--- src/rtl/spec_throttle_pkg.sv ---
package spec_throttle_pkg;

  localparam int MODE_W = 3;
  localparam logic [MODE_W-1:0] MODE_FREE = 3'd0;
  localparam logic [MODE_W-1:0] MODE_MAXLVL = 3'd5;
  localparam int LIM_W = 4;

  // Codes beyond the deepest level fold onto it.
  function automatic logic [MODE_W-1:0] fold_mode(input logic [MODE_W-1:0] m);
    return (m > MODE_MAXLVL) ? MODE_MAXLVL : m;
  endfunction

  // Outstanding-branch limit of a level; 0 means no limit.
  function automatic logic [LIM_W-1:0] level_limit(input logic [MODE_W-1:0] m);
    logic [LIM_W-1:0] lim;
    case (m)
      3'd1:    lim = 4'd8;
      3'd2:    lim = 4'd4;
      3'd3:    lim = 4'd3;
      3'd4:    lim = 4'd2;
      3'd5:    lim = 4'd1;
      default: lim = 4'd0;
    endcase
    return lim;
  endfunction

endpackage

--- src/rtl/st_branch_counter.sv ---
module st_branch_counter #(
  parameter int CNT_W = 5
) (
  input  logic             clk,
  input  logic             rst,
  input  logic             inc_i,
  input  logic             dec_i,
  input  logic             load_i,
  input  logic [CNT_W-1:0] load_val_i,
  output logic [CNT_W-1:0] cnt_n_o,
  output logic [CNT_W-1:0] cnt_q_o
);

  localparam logic [CNT_W-1:0] CNT_TOP = {CNT_W{1'b1}};

  logic [CNT_W-1:0] cnt_q;
  logic [CNT_W-1:0] cnt_n;

  always_comb begin
    cnt_n = cnt_q;
    if (load_i) begin
      cnt_n = load_val_i;
    end else begin
      unique case ({inc_i, dec_i})
        2'b10:   cnt_n = (cnt_q == CNT_TOP) ? cnt_q : cnt_q + 1'b1;
        2'b01:   cnt_n = (cnt_q == '0) ? cnt_q : cnt_q - 1'b1;
        default: cnt_n = cnt_q;
      endcase
    end
  end

  always_ff @(posedge clk) begin
    if (rst) cnt_q <= '0;
    else     cnt_q <= cnt_n;
  end

  assign cnt_n_o = cnt_n;
  assign cnt_q_o = cnt_q;

  a_r3_inc: assert property (@(posedge clk) disable iff (rst)
    (inc_i && !dec_i && !load_i && cnt_q != CNT_TOP) |=> cnt_q == $past(cnt_q) + 1'b1);
  a_r3_both_hold: assert property (@(posedge clk) disable iff (rst)
    (inc_i && dec_i && !load_i) |=> $stable(cnt_q));
  a_r3_floor: assert property (@(posedge clk) disable iff (rst)
    (dec_i && !inc_i && !load_i && cnt_q == '0) |=> cnt_q == '0);
  a_r4_reload: assert property (@(posedge clk) disable iff (rst)
    load_i |=> cnt_q == $past(load_val_i));

endmodule

--- src/rtl/st_mode_gate.sv ---
module st_mode_gate
  import spec_throttle_pkg::*;
#(
  parameter int CNT_W = 5
) (
  input  logic              clk,
  input  logic              rst,
  input  logic [MODE_W-1:0] req_i,
  input  logic [CNT_W-1:0]  cnt_q_i,
  output logic [MODE_W-1:0] act_n_o,
  output logic [MODE_W-1:0] act_q_o,
  output logic              pend_n_o
);

  logic [MODE_W-1:0] req_f;
  logic [MODE_W-1:0] act_q;
  logic [MODE_W-1:0] act_n;
  logic              fits;

  assign req_f = fold_mode(req_i);
  assign fits  = (req_f == MODE_FREE) ||
                 (cnt_q_i <= CNT_W'(level_limit(req_f)));

  always_comb begin
    act_n = act_q;
    if (req_f != act_q && fits) act_n = req_f;
  end

  always_ff @(posedge clk) begin
    if (rst) act_q <= MODE_FREE;
    else     act_q <= act_n;
  end

  assign act_n_o  = act_n;
  assign act_q_o  = act_q;
  assign pend_n_o = (act_n != req_f);

  a_r8_switch_fits: assert property (@(posedge clk) disable iff (rst)
    (!$stable(act_q) && act_q != MODE_FREE) |->
      $past(cnt_q_i) <= CNT_W'(level_limit(act_q)));
  a_r9_free_now: assert property (@(posedge clk) disable iff (rst)
    (fold_mode(req_i) == MODE_FREE) |=> act_q == MODE_FREE);
  a_r2_legal_mode: assert property (@(posedge clk) disable iff (rst)
    act_q <= MODE_MAXLVL);

endmodule

--- src/rtl/st_config_regs.sv ---
module st_config_regs
  import spec_throttle_pkg::*;
#(
  parameter int CNT_W    = 5,
  parameter int CKPT_W   = 5,
  parameter int FB_W     = 5,
  parameter int PREG_W   = 8,
  parameter int FREE_CKPT = 16,
  parameter int FREE_FB   = 16,
  parameter int FREE_PREG = 128,
  parameter int LOW_FB    = 4,
  parameter int LOW_PREG  = 64
) (
  input  logic              clk,
  input  logic              rst,
  input  logic [MODE_W-1:0] act_n_i,
  input  logic              pend_n_i,
  input  logic [CNT_W-1:0]  cnt_n_i,
  output logic              stall_o,
  output logic              ckpt_en_o,
  output logic [CKPT_W-1:0] ckpt_num_o,
  output logic [FB_W-1:0]   fb_limit_o,
  output logic [PREG_W-1:0] preg_limit_o
);

  logic low;
  logic at_limit;
  logic stall_n;

  assign low      = (act_n_i != MODE_FREE);
  assign at_limit = low && (cnt_n_i >= CNT_W'(level_limit(act_n_i)));
  assign stall_n  = pend_n_i || at_limit;

  always_ff @(posedge clk) begin
    if (rst) begin
      stall_o      <= 1'b0;
      ckpt_en_o    <= 1'b1;
      ckpt_num_o   <= CKPT_W'(FREE_CKPT);
      fb_limit_o   <= FB_W'(FREE_FB);
      preg_limit_o <= PREG_W'(FREE_PREG);
    end else begin
      stall_o      <= stall_n;
      ckpt_en_o    <= !low;
      ckpt_num_o   <= low ? '0 : CKPT_W'(FREE_CKPT);
      fb_limit_o   <= low ? FB_W'(LOW_FB) : FB_W'(FREE_FB);
      preg_limit_o <= low ? PREG_W'(LOW_PREG) : PREG_W'(FREE_PREG);
    end
  end

  a_r7_low_set: assert property (@(posedge clk) disable iff (rst)
    !ckpt_en_o |-> (ckpt_num_o == '0 && fb_limit_o == FB_W'(LOW_FB) &&
                    preg_limit_o == PREG_W'(LOW_PREG)));
  a_r7_free_set: assert property (@(posedge clk) disable iff (rst)
    ckpt_en_o |-> (ckpt_num_o == CKPT_W'(FREE_CKPT) && fb_limit_o == FB_W'(FREE_FB) &&
                   preg_limit_o == PREG_W'(FREE_PREG)));

endmodule

--- src/rtl/spec_throttle.sv ---
module spec_throttle
  import spec_throttle_pkg::*;
#(
  parameter int CNT_W     = 5,
  parameter int FREE_CKPT = 16,
  parameter int FREE_FB   = 16,
  parameter int FREE_PREG = 128,
  parameter int LOW_FB    = 4,
  parameter int LOW_PREG  = 64,
  localparam int CKPT_W   = $clog2(FREE_CKPT + 1),
  localparam int FB_W     = $clog2(FREE_FB + 1),
  localparam int PREG_W   = $clog2(FREE_PREG + 1)
) (
  input  logic              clk,
  input  logic              rst,
  input  logic              br_fetch_i,
  input  logic              br_resolve_i,
  input  logic              squash_i,
  input  logic [CNT_W-1:0]  squash_keep_i,
  input  logic [2:0]        mode_sel_i,
  output logic              fetch_stall_o,
  output logic              ckpt_en_o,
  output logic [CKPT_W-1:0] ckpt_num_o,
  output logic [FB_W-1:0]   fb_limit_o,
  output logic [PREG_W-1:0] preg_limit_o
);

  logic [CNT_W-1:0]  cnt_n;
  logic [CNT_W-1:0]  cnt_q;
  logic [MODE_W-1:0] act_n;
  logic [MODE_W-1:0] act_q;
  logic              pend_n;

  st_branch_counter #(.CNT_W(CNT_W)) u_cnt (
    .clk        (clk),
    .rst        (rst),
    .inc_i      (br_fetch_i),
    .dec_i      (br_resolve_i),
    .load_i     (squash_i),
    .load_val_i (squash_keep_i),
    .cnt_n_o    (cnt_n),
    .cnt_q_o    (cnt_q)
  );

  st_mode_gate #(.CNT_W(CNT_W)) u_gate (
    .clk      (clk),
    .rst      (rst),
    .req_i    (mode_sel_i),
    .cnt_q_i  (cnt_q),
    .act_n_o  (act_n),
    .act_q_o  (act_q),
    .pend_n_o (pend_n)
  );

  st_config_regs #(
    .CNT_W(CNT_W), .CKPT_W(CKPT_W), .FB_W(FB_W), .PREG_W(PREG_W),
    .FREE_CKPT(FREE_CKPT), .FREE_FB(FREE_FB), .FREE_PREG(FREE_PREG),
    .LOW_FB(LOW_FB), .LOW_PREG(LOW_PREG)
  ) u_cfg (
    .clk          (clk),
    .rst          (rst),
    .act_n_i      (act_n),
    .pend_n_i     (pend_n),
    .cnt_n_i      (cnt_n),
    .stall_o      (fetch_stall_o),
    .ckpt_en_o    (ckpt_en_o),
    .ckpt_num_o   (ckpt_num_o),
    .fb_limit_o   (fb_limit_o),
    .preg_limit_o (preg_limit_o)
  );

  a_r5_limit_stall: assert property (@(posedge clk) disable iff (rst)
    (act_q != MODE_FREE && cnt_q >= CNT_W'(level_limit(act_q))) |-> fetch_stall_o);
  a_r6_free_no_stall: assert property (@(posedge clk) disable iff (rst)
    (act_q == MODE_FREE && fold_mode($past(mode_sel_i)) == MODE_FREE) |-> !fetch_stall_o);
  a_r8_pending_stall: assert property (@(posedge clk) disable iff (rst)
    (act_q != fold_mode($past(mode_sel_i))) |-> fetch_stall_o);
  a_r7_mode_cfg: assert property (@(posedge clk) disable iff (rst)
    ckpt_en_o == (act_q == MODE_FREE));

endmodule

--- config.mk ---
export PLATFORM = sky130hd
export DESIGN_NAME = spec_throttle
export DESIGN_NICKNAME = d
export VERILOG_FILES = /design/src/rtl/spec_throttle_pkg.sv /design/src/rtl/st_branch_counter.sv /design/src/rtl/st_mode_gate.sv /design/src/rtl/st_config_regs.sv /design/src/rtl/spec_throttle.sv
export SDC_FILE = /design/constraint.sdc
export NUM_CORES = 1
export LEC_CHECK = 0
export BUFFER_PORTS_ARGS = -buffer_cell sky130_fd_sc_hd__buf_2
export CAP_MARGIN = 10
export CORE_MARGIN = 10
export CORE_UTILIZATION = 53
export CTS_CLUSTER_SIZE = 8
export DETAILED_ROUTE_END_ITERATION = 8
export GPL_TIMING_DRIVEN = 0
export PLACE_DENSITY = 0.79
export SYNTH_ARGS = -nofsm -noshare
export SYNTH_HDL_FRONTEND = slang
export SYNTH_SLANG_ARGS = --single-unit
export TNS_END_PERCENT = 10
--- constraint.sdc ---
create_clock -name clk -period 4.1 [get_ports clk]
set_clock_uncertainty 0.15 [all_clocks]
set_input_delay 0.615 -clock clk [delete_from_list [all_inputs] [get_ports clk]]
set_output_delay 0.615 -clock clk [all_outputs]
set_load 0.01 [all_outputs]
==> run metrics, run 1 <==
Final #Nets between 200 and 250; design area 1430 um2; Setup Buffers After CTS 0; die height between 60 and 70 um; Worst setup EP type register; Num CTS Buffers 3; Worst Slack Setup Final 0.187 ns; Post-Syn Area ~1200 um2; Max Slew Vio Count 0; Die ar. around 4700 um2; commonest non-fill, non-tap cell in the layout buf_4; final worst-path cycle share 0.954; RSZ-0062 raised after global routing false; number of synthesized flops with an enable pin 0; arrival time at the worst endpoint ~3.9 ns; io pins 33; Hold Vio Cnt, Final 0; worst setup path class in2reg; FP Rows 17; initial antenna violation count 0; final WL 3030 um; pin count of the biggest net entering global routing 11; CP required 4.08 ns; post-synthesis area per instance ~7.6 um2; Rel. slew slack 0.547; Setup WS pre-CTS -0.0723 ns; Yosys reg bits 11; hpwl dp 2380 um; Synth Warn # 0; floorplan core area around 2200 um2; number of global-route vias before repair between 1000 and 1500; ant diodes 0; CTS Buffer Depth 2; Routed Antenna Nets 0; post-synthesis simple-gate area fraction 0.202; PD cells slightly below 300 nW/um2; placed cells between 200 and 250; Synth Area in Adders 0.120; Main synth FF type dfxtp_1; vias 1260; Async S/R FF share, synth 0; # clock sinks 11; minimum clock period around 3.9 ns; # setup viols final 0; Initial Util 0.558; post-layout instance count excluding filler cells about 220; H-tree levels 1; Met1 Wirelength roughly 1300 um; Met3 Routed Length around 310 um; first-pass GRT wire length around 5000 um; Filler Cell Count around 210; Compound-Gate Fraction of Synth Area 0.290; fraction of layout instances using a drive strength above 1 0.224; Root Buffer clkbuf_4; post-synthesis xor/xnor area fraction 0.0281; most frequent cells in the layout buf_4, buf_2, inv_1, conb_1; drt initial violations 50; largest family of logic cells by synthesized area compound AO/OA/AOI/OAI gates; status complete, no violations; WHS around 0.5 ns; leak pwr ~0.00068 uW; DRC viols 0; insertion delay to the later sink of the worst-skew pair 0.27 ns; placed standard-cell area ~1400 um2; hold path depth 1; type of origin of the critical path primary input; number of iterations in the first detailed-routing pass 4; Syn Inst Count about 160; post-synthesis cell type count slightly above 50; reg2reg path depth 12; met2 wire len about 1400 um; type of the worst min-delay path reg2reg; global placer's final weighted congestion 0.899; port bufs 16; Area Overhead vs Synth 15.1%; measured slew at the worst slew-check pin around 0.67 ns; register area share after synthesis 0.177; Routed wire per std cell between 10 and 15 um; die width just under 70 um; gr ovfl total 0; CTS tree built; Max Cap Violations 0; Top Metal Used met4; peak supply drop approximately 0.00025 V; post-synthesis mux area share 0; Crit Path Max Fanout 10; Overall Global Routing Usage 0.133; Tot Pwr 427 uW; clk slew on worst S/H paths 0.07 ns; vias per inst roughly 5.6; maximum clock frequency around 260 MHz
[Yosys cell counts, drive strengths merged (3+ instances only)]
cell | number | share of area
or3 | 5 | 0.025
nand2b | 4 | 0.020
inv | 14 | 0.042
nand2 | 5 | 0.015
a21oi | 11 | 0.044
clkbuf | 4 | 0.013
dfxtp | 11 | 0.18
nor3 | 5 | 0.020
xnor2 | 3 | 0.021
nor2 | 12 | 0.036
a211oi | 5 | 0.030
buf | 21 | 0.12
ha | 12 | 0.12
nand3 | 4 | 0.016
o21ai | 7 | 0.028
o32ai | 3 | 0.021
[where the power goes]
group	leakage, uW	internal [uW]	switching, uW
Sequential	0.0000914	121	11.9
Clock	0.0000150	37.7	35.9
Combinational	0.000570	102	118
Total	0.000676	261	166
[logic make-up (layout without fill, tap and decap cells)]
kind of cell    count (synthesis)  in the layout
simple gates                   47             47
buf+inv                        39             59
compound gates                 50             50
fa+ha+maj                      12             12
other cells                     1             13
flops                          11             11
xor+xnor                        4              4
[critical path: stages]
cell	delay [ns]
buf_2	0.16
or3_1	0.37
ha_1	0.30
nand3_1	0.13
o221a_2	0.29
o21a_1	0.21
or2_2	0.32
nor3_1	0.23
ha_1	0.26
nand2b_1	0.14
a21o_1	0.17
a21o_1	0.19
a2111oi_1	0.37
o21ai_0	0.13
[area by class of cell]
| class | count | area (um2) | area share |
|---|---|---|---|
| clock buffer | 4 | 26.3 | 0.0183 |
| sequential | 11 | 220 | 0.154 |
| buffer | 25 | 171 | 0.120 |
| multi-input combinational | 126 | 848 | 0.592 |
| timing repair buffer | 16 | 80.1 | 0.0558 |
| inverter | 14 | 52.6 | 0.0366 |
| tap | 28 | 35.0 | 0.0244 |
[repair_timing]
item | in CTS | in global routing
hold buffers | 0 | 0
endpoints found under the hold margin | 0 | 0
gates resized for setup | 0 | 1
endpoints found under the setup margin | 0 | 1
[layer usage]
metal  global-route usage  vias to the layer above
li1                     -                      635
met1                0.165                      551
met2                0.205                       68
met3               0.0483                        6
met4               0.0528                        0
met5                    0                        -
[per-stage QoR]
step                      setup TNS (ns)  utilization
after floorplan                        0            -
after global placement            -0.102        0.630
after detailed placement         -0.0723        0.630
after CTS                              0        0.641
after global routing                   0        0.642
final                                  0        0.642
[registers in the layout, indices dropped and copies added, names as in the netlist]
| signal | cells |
|---|---|
| u_cfg.preg_limit_o | 2 |
| u_cfg.stall_o | 1 |
| u_cnt.cnt_q_o | 5 |
| u_gate.act_q_o | 3 |
[path summary, 6_finish.rpt]
check | startpoint | end | slack [ns]
worst max-delay path | mode_sel_i[1] | u_cfg.stall_o | 0.19
worst min-delay path | u_gate.act_q_o[0] | u_cfg.preg_limit_o[7] | 0.50
worst max register to register | u_cnt.cnt_q_o[0] | u_cfg.stall_o | 0.60
worst min register to register | u_gate.act_q_o[0] | u_cfg.preg_limit_o[7] | 0.50
(Power assumes the default switching activity.)
==> run 2: changes to the inputs <==
--- a/config.mk
+++ b/config.mk
@@ -9,7 +9,8 @@
 export CAP_MARGIN = 10
 export CORE_MARGIN = 10
 export CORE_UTILIZATION = 53
-export CTS_CLUSTER_SIZE = 8
+export CTS_BUF_LIST = sky130_fd_sc_hd__clkbuf_16
+export CTS_CLUSTER_SIZE = 10
 export DETAILED_ROUTE_END_ITERATION = 8
 export GPL_TIMING_DRIVEN = 0
 export PLACE_DENSITY = 0.79
==> run metrics, run 2 (synthesized netlist as in run 1, its figures left out) <==
die width 68.5 um (unchanged); design area 1490 um2 (was 1430 um2); Final #Nets 222 (unchanged); hold path depth 1 (unchanged); setup TNS 0 ns (unchanged); post-CTS resize count 0 (unchanged); global placer's final weighted congestion 0.899 (unchanged); Top Metal Used met4 (unchanged); Max Slew Vio Count 0 (unchanged); port bufs 16 (unchanged); final WL 3070 um (was 3030 um); arrival time at the worst endpoint 3.87 ns (was 3.89 ns); RSZ-0062 raised after global routing false (unchanged); insertion delay to the later sink of the worst-skew pair 0.24 ns (was 0.27 ns); Root Buffer clkbuf_16 (was clkbuf_4); vias per inst 5.54 (was 5.63); number of iterations in the first detailed-routing pass 4 (unchanged); minimum clock period 3.92 ns (was 3.91 ns); Max Cap Violations 0 (unchanged); placed standard-cell area 1410 um2 (unchanged); die height 68.5 um (unchanged); first-pass GRT wire length 5020 um (was 4930 um); Routed wire per std cell 13.7 um (was 13.5 um); initial antenna violation count 0 (unchanged); maximum clock frequency 255 MHz (was 256 MHz); DRC viols 0 (unchanged); Crit Path Max Fanout 10 (unchanged); Initial Util 0.558 (unchanged); commonest non-fill, non-tap cell in the layout buf_4 (unchanged); H-tree levels 1 (unchanged); Num CTS Buffers 3 (unchanged); CTS tree built (unchanged); fraction of layout instances using a drive strength above 1 0.230 (was 0.224); CP required 4.04 ns (was 4.08 ns); Met3 Routed Length 255 um (was 314 um); Worst Slack Setup Final 0.177 ns (was 0.187 ns); most frequent cells in the layout buf_4, buf_2, inv_1, conb_1 (unchanged); measured slew at the worst slew-check pin 0.678 ns (was 0.671 ns); post-cts hold buffer count 0 (unchanged); floorplan core area 2230 um2 (unchanged); Area Overhead vs Synth 19.7% (was 15.1%); # clock sinks 11 (unchanged); type of origin of the critical path primary input (unchanged); reg2reg path depth 12 (unchanged); leak pwr 0.000705 uW (was 0.000676 uW); type of the worst min-delay path reg2reg (unchanged); WHS 0.488 ns (was 0.501 ns); gr ovfl total 0 (unchanged); Met1 Wirelength 1390 um (was 1320 um); io pins 33 (unchanged); hpwl dp 2380 um (unchanged); drt initial violations 53 (was 50); PD cells 358 nW/um2 (was 298 nW/um2); CTS Buffer Depth 2 (unchanged); Rel. slew slack 0.542 (was 0.547); Overall Global Routing Usage 0.136 (was 0.133); Worst setup EP type register (unchanged); Setup WS pre-CTS -0.0723 ns (unchanged); met2 wire len 1380 um (was 1360 um); Routed Antenna Nets 0 (unchanged); # setup viols final 0 (unchanged); worst setup path class in2reg (unchanged); max reg flops 5 (unchanged); Hold Vio Cnt, Final 0 (unchanged); status complete, no violations (unchanged); number of global-route vias before repair 1220 (was 1184); pin count of the biggest net entering global routing 11 (unchanged); ant diodes 0 (unchanged); final worst-path cycle share 0.957 (was 0.954); Setup Buffers After CTS 0 (unchanged); Die ar. 4690 um2 (unchanged); peak supply drop 0.000304 V (was 0.000248 V); clk slew on worst S/H paths 0.04 ns (was 0.07 ns); vias 1242 (was 1260); FP Rows 17 (unchanged)
[run 2: layout make-up]
cell class                      instances  area (um2)
Multi-Input combinational cell        126         853
Fill cell                             204         742
Sequential cell                        11         220
Buffer                                 25         171
Timing Repair Buffer                   16        80.1
Clock buffer                            3        75.1
Inverter                               14        52.6
Tap cell                               28        35.0
Clock inverter                          1        3.75
[run 2: routing by layer]
metal | up-vias | GRT usage
met1 | 558 | 0.166
li1 | 632 | -
met4 | 0 | 0.0528
met2 | 46 | 0.213
met5 | - | 0
met3 | 6 | 0.0467
[run 2: path summary, 6_finish.rpt]
| path | end | from | slack, ns |
|---|---|---|---|
| hold / removal | u_cfg.preg_limit_o[7] | u_gate.act_q_o[0] | 0.49 |
| hold reg to reg | u_cfg.preg_limit_o[7] | u_gate.act_q_o[0] | 0.49 |
| setup / recovery | u_cfg.stall_o | mode_sel_i[1] | 0.18 |
| setup reg to reg | u_cfg.stall_o | u_cnt.cnt_q_o[0] | 0.61 |
[run 2: power breakdown]
group | total [uW] | internal (uW) | switching [uW]
registers | 133 | 122 | 11.7
clock network | 178 | 128 | 49.7
logic | 223 | 103 | 120
[run 2: per-stage QoR]
step / total power [uW] / std cells / utilization
final: 534 / 224 / 0.668
after global routing: 570 / 224 / 0.668
after CTS: 529 / 224 / 0.665
after detailed placement: 351 / 220 / 0.630
after global placement: 345 / 220 / 0.630
after floorplan: 300 / 176 / -
[run 2: critical path, cell delays in order]
cell and delay (ns):
buf_2 0.16, or3_1 0.37, ha_1 0.30, nand3_1 0.13
o221a_2 0.30, o21a_1 0.21, or2_2 0.33, nor3_2 0.20
ha_1 0.24, nand2b_1 0.14, a21o_1 0.17, a21o_1 0.19
a2111oi_1 0.37, o21ai_0 0.13
